<file path="src/rtl/gauss_pkg.sv">
package gauss_pkg;
  // Right shift that divides by the kernel weight total (16).
  localparam int NORM_SH = 4;
  localparam int TAPS    = 9;
  localparam int CENTRE  = 4;

  // Left shift applied to tap k: corners 0, edges 1, centre 2.
  function automatic int tap_shift(input int k);
    if (k == CENTRE) return 2;
    else if ((k % 2) == 1) return 1;
    else return 0;
  endfunction
endpackage

</file>
<file path="src/rtl/gauss_comp42.sv">
// Mux-based 4-2 compressor across a vector; the carry output is pre-shifted.
module gauss_comp42 #(
  parameter int W = 12
) (
  input  logic [W-1:0] a_i,
  input  logic [W-1:0] b_i,
  input  logic [W-1:0] c_i,
  input  logic [W-1:0] d_i,
  output logic [W-1:0] sum_o,
  output logic [W-1:0] cy_o
);
  logic [W:0]   chain;
  logic [W-1:0] cy_raw;

  assign chain[0] = 1'b0;

  for (genvar i = 0; i < W; i++) begin : g_bit
    logic ab_x, cd_x, all_x;
    assign ab_x  = a_i[i] ^ b_i[i];
    assign cd_x  = c_i[i] ^ d_i[i];
    assign all_x = ab_x ^ cd_x;
    // lateral carry: majority of a,b,c selected by a^b
    assign chain[i+1] = ab_x ? c_i[i] : a_i[i];
    assign sum_o[i]   = all_x ^ chain[i];
    // second carry: majority of (a^b^c), d, cin selected by their parity
    assign cy_raw[i]  = all_x ? chain[i] : d_i[i];
  end

  assign cy_o = {cy_raw[W-2:0], 1'b0};
endmodule

</file>
<file path="src/rtl/gauss_csa3.sv">
// 3:2 carry-save adder across a vector; the carry output is pre-shifted.
module gauss_csa3 #(
  parameter int W = 12
) (
  input  logic [W-1:0] a_i,
  input  logic [W-1:0] b_i,
  input  logic [W-1:0] c_i,
  output logic [W-1:0] sum_o,
  output logic [W-1:0] cy_o
);
  logic [W-1:0] maj;

  for (genvar i = 0; i < W; i++) begin : g_bit
    assign sum_o[i] = a_i[i] ^ b_i[i] ^ c_i[i];
    assign maj[i]   = (a_i[i] & b_i[i]) | (c_i[i] & (a_i[i] ^ b_i[i]));
  end

  assign cy_o = {maj[W-2:0], 1'b0};
endmodule

</file>
<file path="src/rtl/gauss_lvl_reg.sv">
// Optional level register: valid resets, data loads only with valid.
module gauss_lvl_reg #(
  parameter int W  = 12,
  parameter bit EN = 1'b1
) (
  input  logic         clk_i,
  input  logic         rst_ni,
  input  logic         v_i,
  input  logic [W-1:0] d_i,
  output logic         v_o,
  output logic [W-1:0] d_o
);
  if (EN) begin : g_reg
    logic         v_q;
    logic [W-1:0] d_q, d_nxt;

    always_comb begin
      d_nxt = d_q;
      if (v_i) d_nxt = d_i;
    end

    always_ff @(posedge clk_i or negedge rst_ni) begin
      if (!rst_ni) v_q <= 1'b0;
      else         v_q <= v_i;
    end

    always_ff @(posedge clk_i) begin
      d_q <= d_nxt;
    end

    assign v_o = v_q;
    assign d_o = d_q;
  end else begin : g_wire
    assign v_o = v_i;
    assign d_o = d_i;
  end
endmodule

</file>
<file path="src/rtl/gauss_rst_sync.sv">
// Asserts asynchronously, deasserts on the second clock edge.
module gauss_rst_sync (
  input  logic clk_i,
  input  logic rst_ni,
  output logic rst_no
);
  logic [1:0] sync_q, sync_nxt;

  always_comb sync_nxt = {sync_q[0], 1'b1};

  always_ff @(posedge clk_i or negedge rst_ni) begin
    if (!rst_ni) sync_q <= 2'b00;
    else         sync_q <= sync_nxt;
  end

  assign rst_no = sync_q[1];
endmodule

</file>
<file path="src/rtl/gauss_tree_filter.sv">
module gauss_tree_filter
  import gauss_pkg::*;
#(
  parameter int PIX_W     = 8,
  parameter bit PIPELINED = 1'b1
) (
  input  logic                 clk_i,
  input  logic                 rst_ni,
  input  logic                 in_valid_i,
  input  logic [TAPS*PIX_W-1:0] win_i,
  output logic                 out_valid_o,
  output logic [PIX_W-1:0]     pix_o
);
  localparam int SW = PIX_W + NORM_SH;
  localparam logic [SW-1:0] ROUND = SW'(1) << (NORM_SH - 1);

  logic rst_n_s;
  gauss_rst_sync u_rst (.clk_i(clk_i), .rst_ni(rst_ni), .rst_no(rst_n_s));

  // Weighted terms by wiring shifts.
  logic [SW-1:0] term [TAPS];
  for (genvar k = 0; k < TAPS; k++) begin : g_term
    assign term[k] = SW'(win_i[k*PIX_W +: PIX_W]) << tap_shift(k);
  end

  // Level 1: 8 -> 4, centre passes by.
  logic [SW-1:0] l1_sa, l1_ca, l1_sb, l1_cb;
  gauss_comp42 #(.W(SW)) u_l1a (
    .a_i(term[0]), .b_i(term[1]), .c_i(term[2]), .d_i(term[3]),
    .sum_o(l1_sa), .cy_o(l1_ca));
  gauss_comp42 #(.W(SW)) u_l1b (
    .a_i(term[5]), .b_i(term[6]), .c_i(term[7]), .d_i(term[8]),
    .sum_o(l1_sb), .cy_o(l1_cb));

  logic          v1;
  logic [SW-1:0] r1_sa, r1_ca, r1_sb, r1_cb, r1_ctr;
  gauss_lvl_reg #(.W(5*SW), .EN(PIPELINED)) u_r1 (
    .clk_i(clk_i), .rst_ni(rst_n_s), .v_i(in_valid_i),
    .d_i({l1_sa, l1_ca, l1_sb, l1_cb, term[CENTRE]}),
    .v_o(v1), .d_o({r1_sa, r1_ca, r1_sb, r1_cb, r1_ctr}));

  // Level 2: 4 -> 2, centre passes by.
  logic [SW-1:0] l2_s, l2_c;
  gauss_comp42 #(.W(SW)) u_l2 (
    .a_i(r1_sa), .b_i(r1_ca), .c_i(r1_sb), .d_i(r1_cb),
    .sum_o(l2_s), .cy_o(l2_c));

  logic          v2;
  logic [SW-1:0] r2_s, r2_c, r2_ctr;
  gauss_lvl_reg #(.W(3*SW), .EN(PIPELINED)) u_r2 (
    .clk_i(clk_i), .rst_ni(rst_n_s), .v_i(v1),
    .d_i({l2_s, l2_c, r1_ctr}),
    .v_o(v2), .d_o({r2_s, r2_c, r2_ctr}));

  // Level 3: 3 -> 2.
  logic [SW-1:0] l3_s, l3_c;
  gauss_csa3 #(.W(SW)) u_l3 (
    .a_i(r2_s), .b_i(r2_c), .c_i(r2_ctr),
    .sum_o(l3_s), .cy_o(l3_c));

  logic          v3;
  logic [SW-1:0] r3_s, r3_c;
  gauss_lvl_reg #(.W(2*SW), .EN(PIPELINED)) u_r3 (
    .clk_i(clk_i), .rst_ni(rst_n_s), .v_i(v2),
    .d_i({l3_s, l3_c}),
    .v_o(v3), .d_o({r3_s, r3_c}));

  // Single carry-propagate adder with rounding, then normalise.
  logic [SW-1:0] total;
  assign total       = r3_s + r3_c + ROUND;
  assign pix_o       = total[SW-1:NORM_SH];
  assign out_valid_o = v3;
endmodule

</file>
<file path="config.mk">
export PLATFORM = sky130hd
export DESIGN_NAME = gauss_tree_filter
export DESIGN_NICKNAME = d
export VERILOG_FILES = /design/src/rtl/gauss_pkg.sv /design/src/rtl/gauss_comp42.sv /design/src/rtl/gauss_csa3.sv /design/src/rtl/gauss_lvl_reg.sv /design/src/rtl/gauss_rst_sync.sv /design/src/rtl/gauss_tree_filter.sv
export SDC_FILE = /design/constraint.sdc
export NUM_CORES = 1
export LEC_CHECK = 0
export BUFFER_PORTS_ARGS = -buffer_cell sky130_fd_sc_hd__buf_4
export CAP_MARGIN = 20
export CORE_ASPECT_RATIO = 0.7
export CORE_MARGIN = 2
export CORE_UTILIZATION = 48
export CTS_BUF_LIST = sky130_fd_sc_hd__clkbuf_4 sky130_fd_sc_hd__clkbuf_8 sky130_fd_sc_hd__clkbuf_16
export DETAILED_ROUTE_END_ITERATION = 8
export GPL_TIMING_DRIVEN = 0
export PLACE_DENSITY = 0.7
export SYNTH_ARGS = -nofsm -noshare
export SYNTH_HDL_FRONTEND = slang
export SYNTH_SLANG_ARGS = --single-unit
</file>
<file path="constraint.sdc">
create_clock -name clk_i -period 6.1 [get_ports clk_i]
set_input_delay 1.525 -clock clk_i [delete_from_list [all_inputs] [get_ports clk_i]]
set_output_delay 1.525 -clock clk_i [all_outputs]
set_load 0.03 [all_outputs]
</file>
After elaboration in Yosys (flattened, before gate mapping)
Index checks and enable logic that the tools add are counted.

Register bits: 97. Output and inout port bits: 9. Word-level logic and storage cells: 199.

$add $sub $neg: 2. Mux-type cells: 47. Bitwise operators: 138.

Operators with widths (number): $xor A1 B1 Y1 (113); $mux W1 (47); $and A1 B1 Y1 (17); $add A11 B12 Y12 (1); $add A12 B4 Y12 const B (1); $or A1 B1 Y1 (8).

Logic depth before layout (Yosys ltp)
Depth in word-level cells: 3. Gate-level depth with buffers: 8. Gate-level depth less buffers: 8.

By module
From an unflattened synthesis, not the netlist that was laid out.

Cell total of the unflattened synthesis: 505. Area, all modules: 6692.7 um^2.

Modules (own cells, without submodules): gauss_comp42 (times used 3, cells an instance 93, area an instance 685.7 um^2); gauss_lvl_reg (u_r1) (times used 1, cells an instance 61, area an instance 1826.8 um^2); gauss_lvl_reg (u_r2) (times used 1, cells an instance 37, area an instance 1106.1 um^2); gauss_lvl_reg (u_r3) (times used 1, cells an instance 25, area an instance 745.7 um^2); gauss_tree_filter (times used 1, cells an instance 86, area an instance 648.1 um^2); gauss_csa3 (times used 1, cells an instance 14, area an instance 255.2 um^2); gauss_rst_sync (times used 1, cells an instance 3, area an instance 53.8 um^2).

Worst setup path before layout
OpenSTA, ideal clock, no wires.

Kind: register -> output. From: reg u_r3.g_reg.d_q[4] (netlist: u_r3.d_o[4]). To: out pix_o[6]. Arrival: 2.114 ns. Path slack: 2.461 ns. Cell stages (with the launch flop): 9. Buffers on the path: 0. Cells stage by stage: edfxtp_1 > ha_1 > ha_1 > inv_1 > fa_1 > nor2b_4 > o31a_1 > or4_1 > nand3_1.

Longest elaborated chain between the ends: 2.

Ends and longest elaborated chain: start: declaration (RTL line gauss_lvl_reg.sv:15) `logic [W-1:0] d_q, d_nxt;`; start signal: assignment (RTL line gauss_lvl_reg.sv:28) `d_q <= d_nxt;`; $add A11 B12 Y12 (RTL line gauss_tree_filter.sv:70) `assign total = r3_s + r3_c + ROUND;`; $add A12 B4 Y12 (RTL line gauss_tree_filter.sv:70); end: declaration (RTL line gauss_tree_filter.sv:12) `output logic [PIX_W-1:0] pix_o`.

Every way passes these cells.

Worst setup path in the final report
Same ends and word-level chain as after synthesis.

==> out/results.tsv <==
metric	value	unit
RSZ-0062 raised after global routing	false	
Fmax	243	MHz
mapped cell area	4780	um2
yosys warns	0	
DR pass1 iterations	4	
dpl ws	2350	ps
Max-slew headroom	33.4	%
CTS H-tree depth	3	
largest net degree at the start of global routing	46	
CTS tree	yes	
final setup TNS	0	ps
fin util	60.4	%
multiplexer area fraction after synthesis	0	%
total wire length	6.58	mm
DR WL/cell	11.3	um
All-Layer GR Usage	13.7	%
number of gates resized after cts	0	
# nets final	550	
HP Class	reg2async	
n_diodes	0	
crit end category	output port	
Clk Latency, worst-skew pair	340	ps
first-pass GRT wire length	11.2	mm
initial core utilization	49.4	%
post-CTS setup buffers	0	
final hold violation count	0	
clock tree buffer depth	2	
vias per inst	4.60	
final non-filler cell total	583	
WP data arrival	2590	ps
post-synthesis sequential area ratio	57.3	%
Max Slew Vio Count	0	
Synth Instances	356	
Tcrit/Tclk final	67.4	%
Top Ports	84	
area grow syn2layout	22.3	%
Leak	2.27	nW
Via Count	2681	
vias in the first global route	2637	
die height	87.5	um
Syn Area/Cell	13.4	um2
syn nets	456	
Final Skew	5.55	ps
CP Launch Type	flop	
initial antenna violation count	0	
main combinational cell family by area after synthesis	XOR/XNOR gates	
kind of critical path	reg2out	
capturing point of the worst reg2reg path	u_r2.d_o[22]	
peak supply drop	0.000228	V
WP data required	4580	ps
crit path max fanout	3	
complex-gate fraction of the synthesized area	5.55	%
DRC viols	0	
max-cap violations	0	
fin crit period	4110	ps
DRT iter0 DRCs	80	
Inst Count DP	567	
Worst Reg-to-Reg Cells	2	
Core ar.	9680	um2
Die Area	10800	um2
Sink Count	92	
port bufs	83	
Final setup violation count	0	
outcome	complete, no violations	
layout cells sized above 1	22.2	%
post-synth cell types	27	
Worst Tran Pin Value	1000	ps
Final ANT Viol Nets	0	
Pwr Total	2.45	mW
final setup margin	1990	ps
reg2reg start	u_r1.d_o[32]	
Hold-fix buffers, CTS	0	
Clk pin slew, worst setup/hold paths	60	ps
clk root buf	clkbuf_16	
GRT overflow	0	
Simple-Gate Fraction of Synth Area	5.02	%
routability cong.	0.749	
Site Rows	30	
flop2flop setup slack	4660	ps
Post-Synth XOR/XNOR Area	17.6	%
fraction of the mapped netlist area in adder cells	12.6	%
CTS buffer count	9	
PwrDens	418	nW/um2
die span in x	123	um
DP HPWL	5.23	mm
fillcell total	783	
Synth Register Bits	92	
-- stage by stage --
step | cell area [um2] | hold slack [ps]
after floorplan | 4780 | 26.5
after detailed placement | 5560 | 54.2
after global placement | 5560 | 52.1
after global routing | 5850 | 72.3
final | 5850 | 50.9
after CTS | 5850 | 60.5
-- synthesized netlist by cell type --
cell	instances	area share [%]
edfxtp_1	87	55
xnor2_1	71	13
xor2_1	25	4.6
inv_1	24	1.9
nor2_1	24	1.9
maj3_1	23	4.8
nand2_1	22	1.7
o21a_1	19	3.0
ha_1	17	4.4
fa_1	8	3.3
a21oi_1	6	0.63
o21ai_0	6	0.63
dfrtp_1	5	2.6
and2_1	3	0.39
a211oi_1	2	0.31
a21o_1	2	0.31
nand3_1	2	0.21
a41oi_1	1	0.18
conb_1	1	0.078
nor2b_1	1	0.13
nor2b_4	1	0.29
nor3_1	1	0.10
o211ai_1	1	0.16
o21bai_1	1	0.16
o31a_1	1	0.18
or2_2	1	0.13
or4_1	1	0.16
-- registers in the layout, indices dropped and copies added, names as in the netlist --
name and flops:
u_r1.d_o 44, u_r2.d_o 26, u_r3.d_o 17, u_rst.sync_q 2, u_r1.v_o 1, u_r2.v_o 1, u_r3.v_o 1
-- worst max path at each step --
| stage | from | to | slack (ps) | cells past startpoint |
|---|---|---|---|---|
| finish | u_r3.d_o[4] | pix_o[6] | 1990 | 9 |
| global route | u_r3.d_o[4] | pix_o[6] | 1850 | 9 |
| CTS | u_r3.d_o[4] | pix_o[6] | 1960 | 9 |
| detailed placement | u_r3.d_o[4] | pix_o[6] | 2350 | 9 |
| global placement | u_r3.d_o[4] | pix_o[6] | 2420 | 9 |
| floorplan | u_r3.d_o[4] | pix_o[6] | 2460 | 8 |
-- report_power, final --
part | switching (mW) | internal [mW]
combinational | 0.543 | 0.453
clock | 0.222 | 0.284
sequential | 0.0653 | 0.878
-- cell type report --
| type | count | area, um2 | share of cell area [%] |
|---|---|---|---|
| Clock inverter | 6 | 48.8 | 0.835 |
| Clock buffer | 10 | 233 | 3.98 |
| Inverter | 24 | 90.1 | 1.54 |
| Sequential cell | 92 | 2740 | 46.8 |
| Timing Repair Buffer | 83 | 623 | 10.7 |
| Multi-Input combinational cell | 240 | 1950 | 33.4 |
| Tap cell | 128 | 160 | 2.74 |
-- metal layers --
layer / up-vias / GRT usage, % / wire (um)
li1: 1416 / - / -
met1: 1202 / 17.5 / 3170
met2: 56 / 21.9 / 2940
met5: - / 0 / 0
met3: 7 / 4.78 / 356
met4: 0 / 4.65 / 102
-- worst max-delay path, stage by stage (launching register included) --
cell      delay, ps
edfxtp_1        370
ha_1            310
ha_1            240
inv_1            80
fa_1            250
nor2b_4          60
o31a_1          280
or4_1           420
nand3_1         100
buf_4           160
-- cell usage in the layout, fill, tap and decap left out, drive strengths merged, types with 3 or more instances in the layout --
cell / instances
xnor2: 71
a21oi: 6
and2: 3
nor2: 24
clkbuf: 10
nand2: 22
ha: 17
inv: 25
o21ai: 6
dfrtp: 5
buf: 83
xor2: 25
o21a: 19
fa: 8
maj3: 23
edfxtp: 87
clkinv: 3
-- kinds of logic after synthesis --
family | Yosys count
fa+ha+maj | 48
buf+inv | 24
xor+xnor | 96
simple gates | 56
other cells | 1
flops | 92
compound gates | 39
Power figures use the tool's default switching activity.
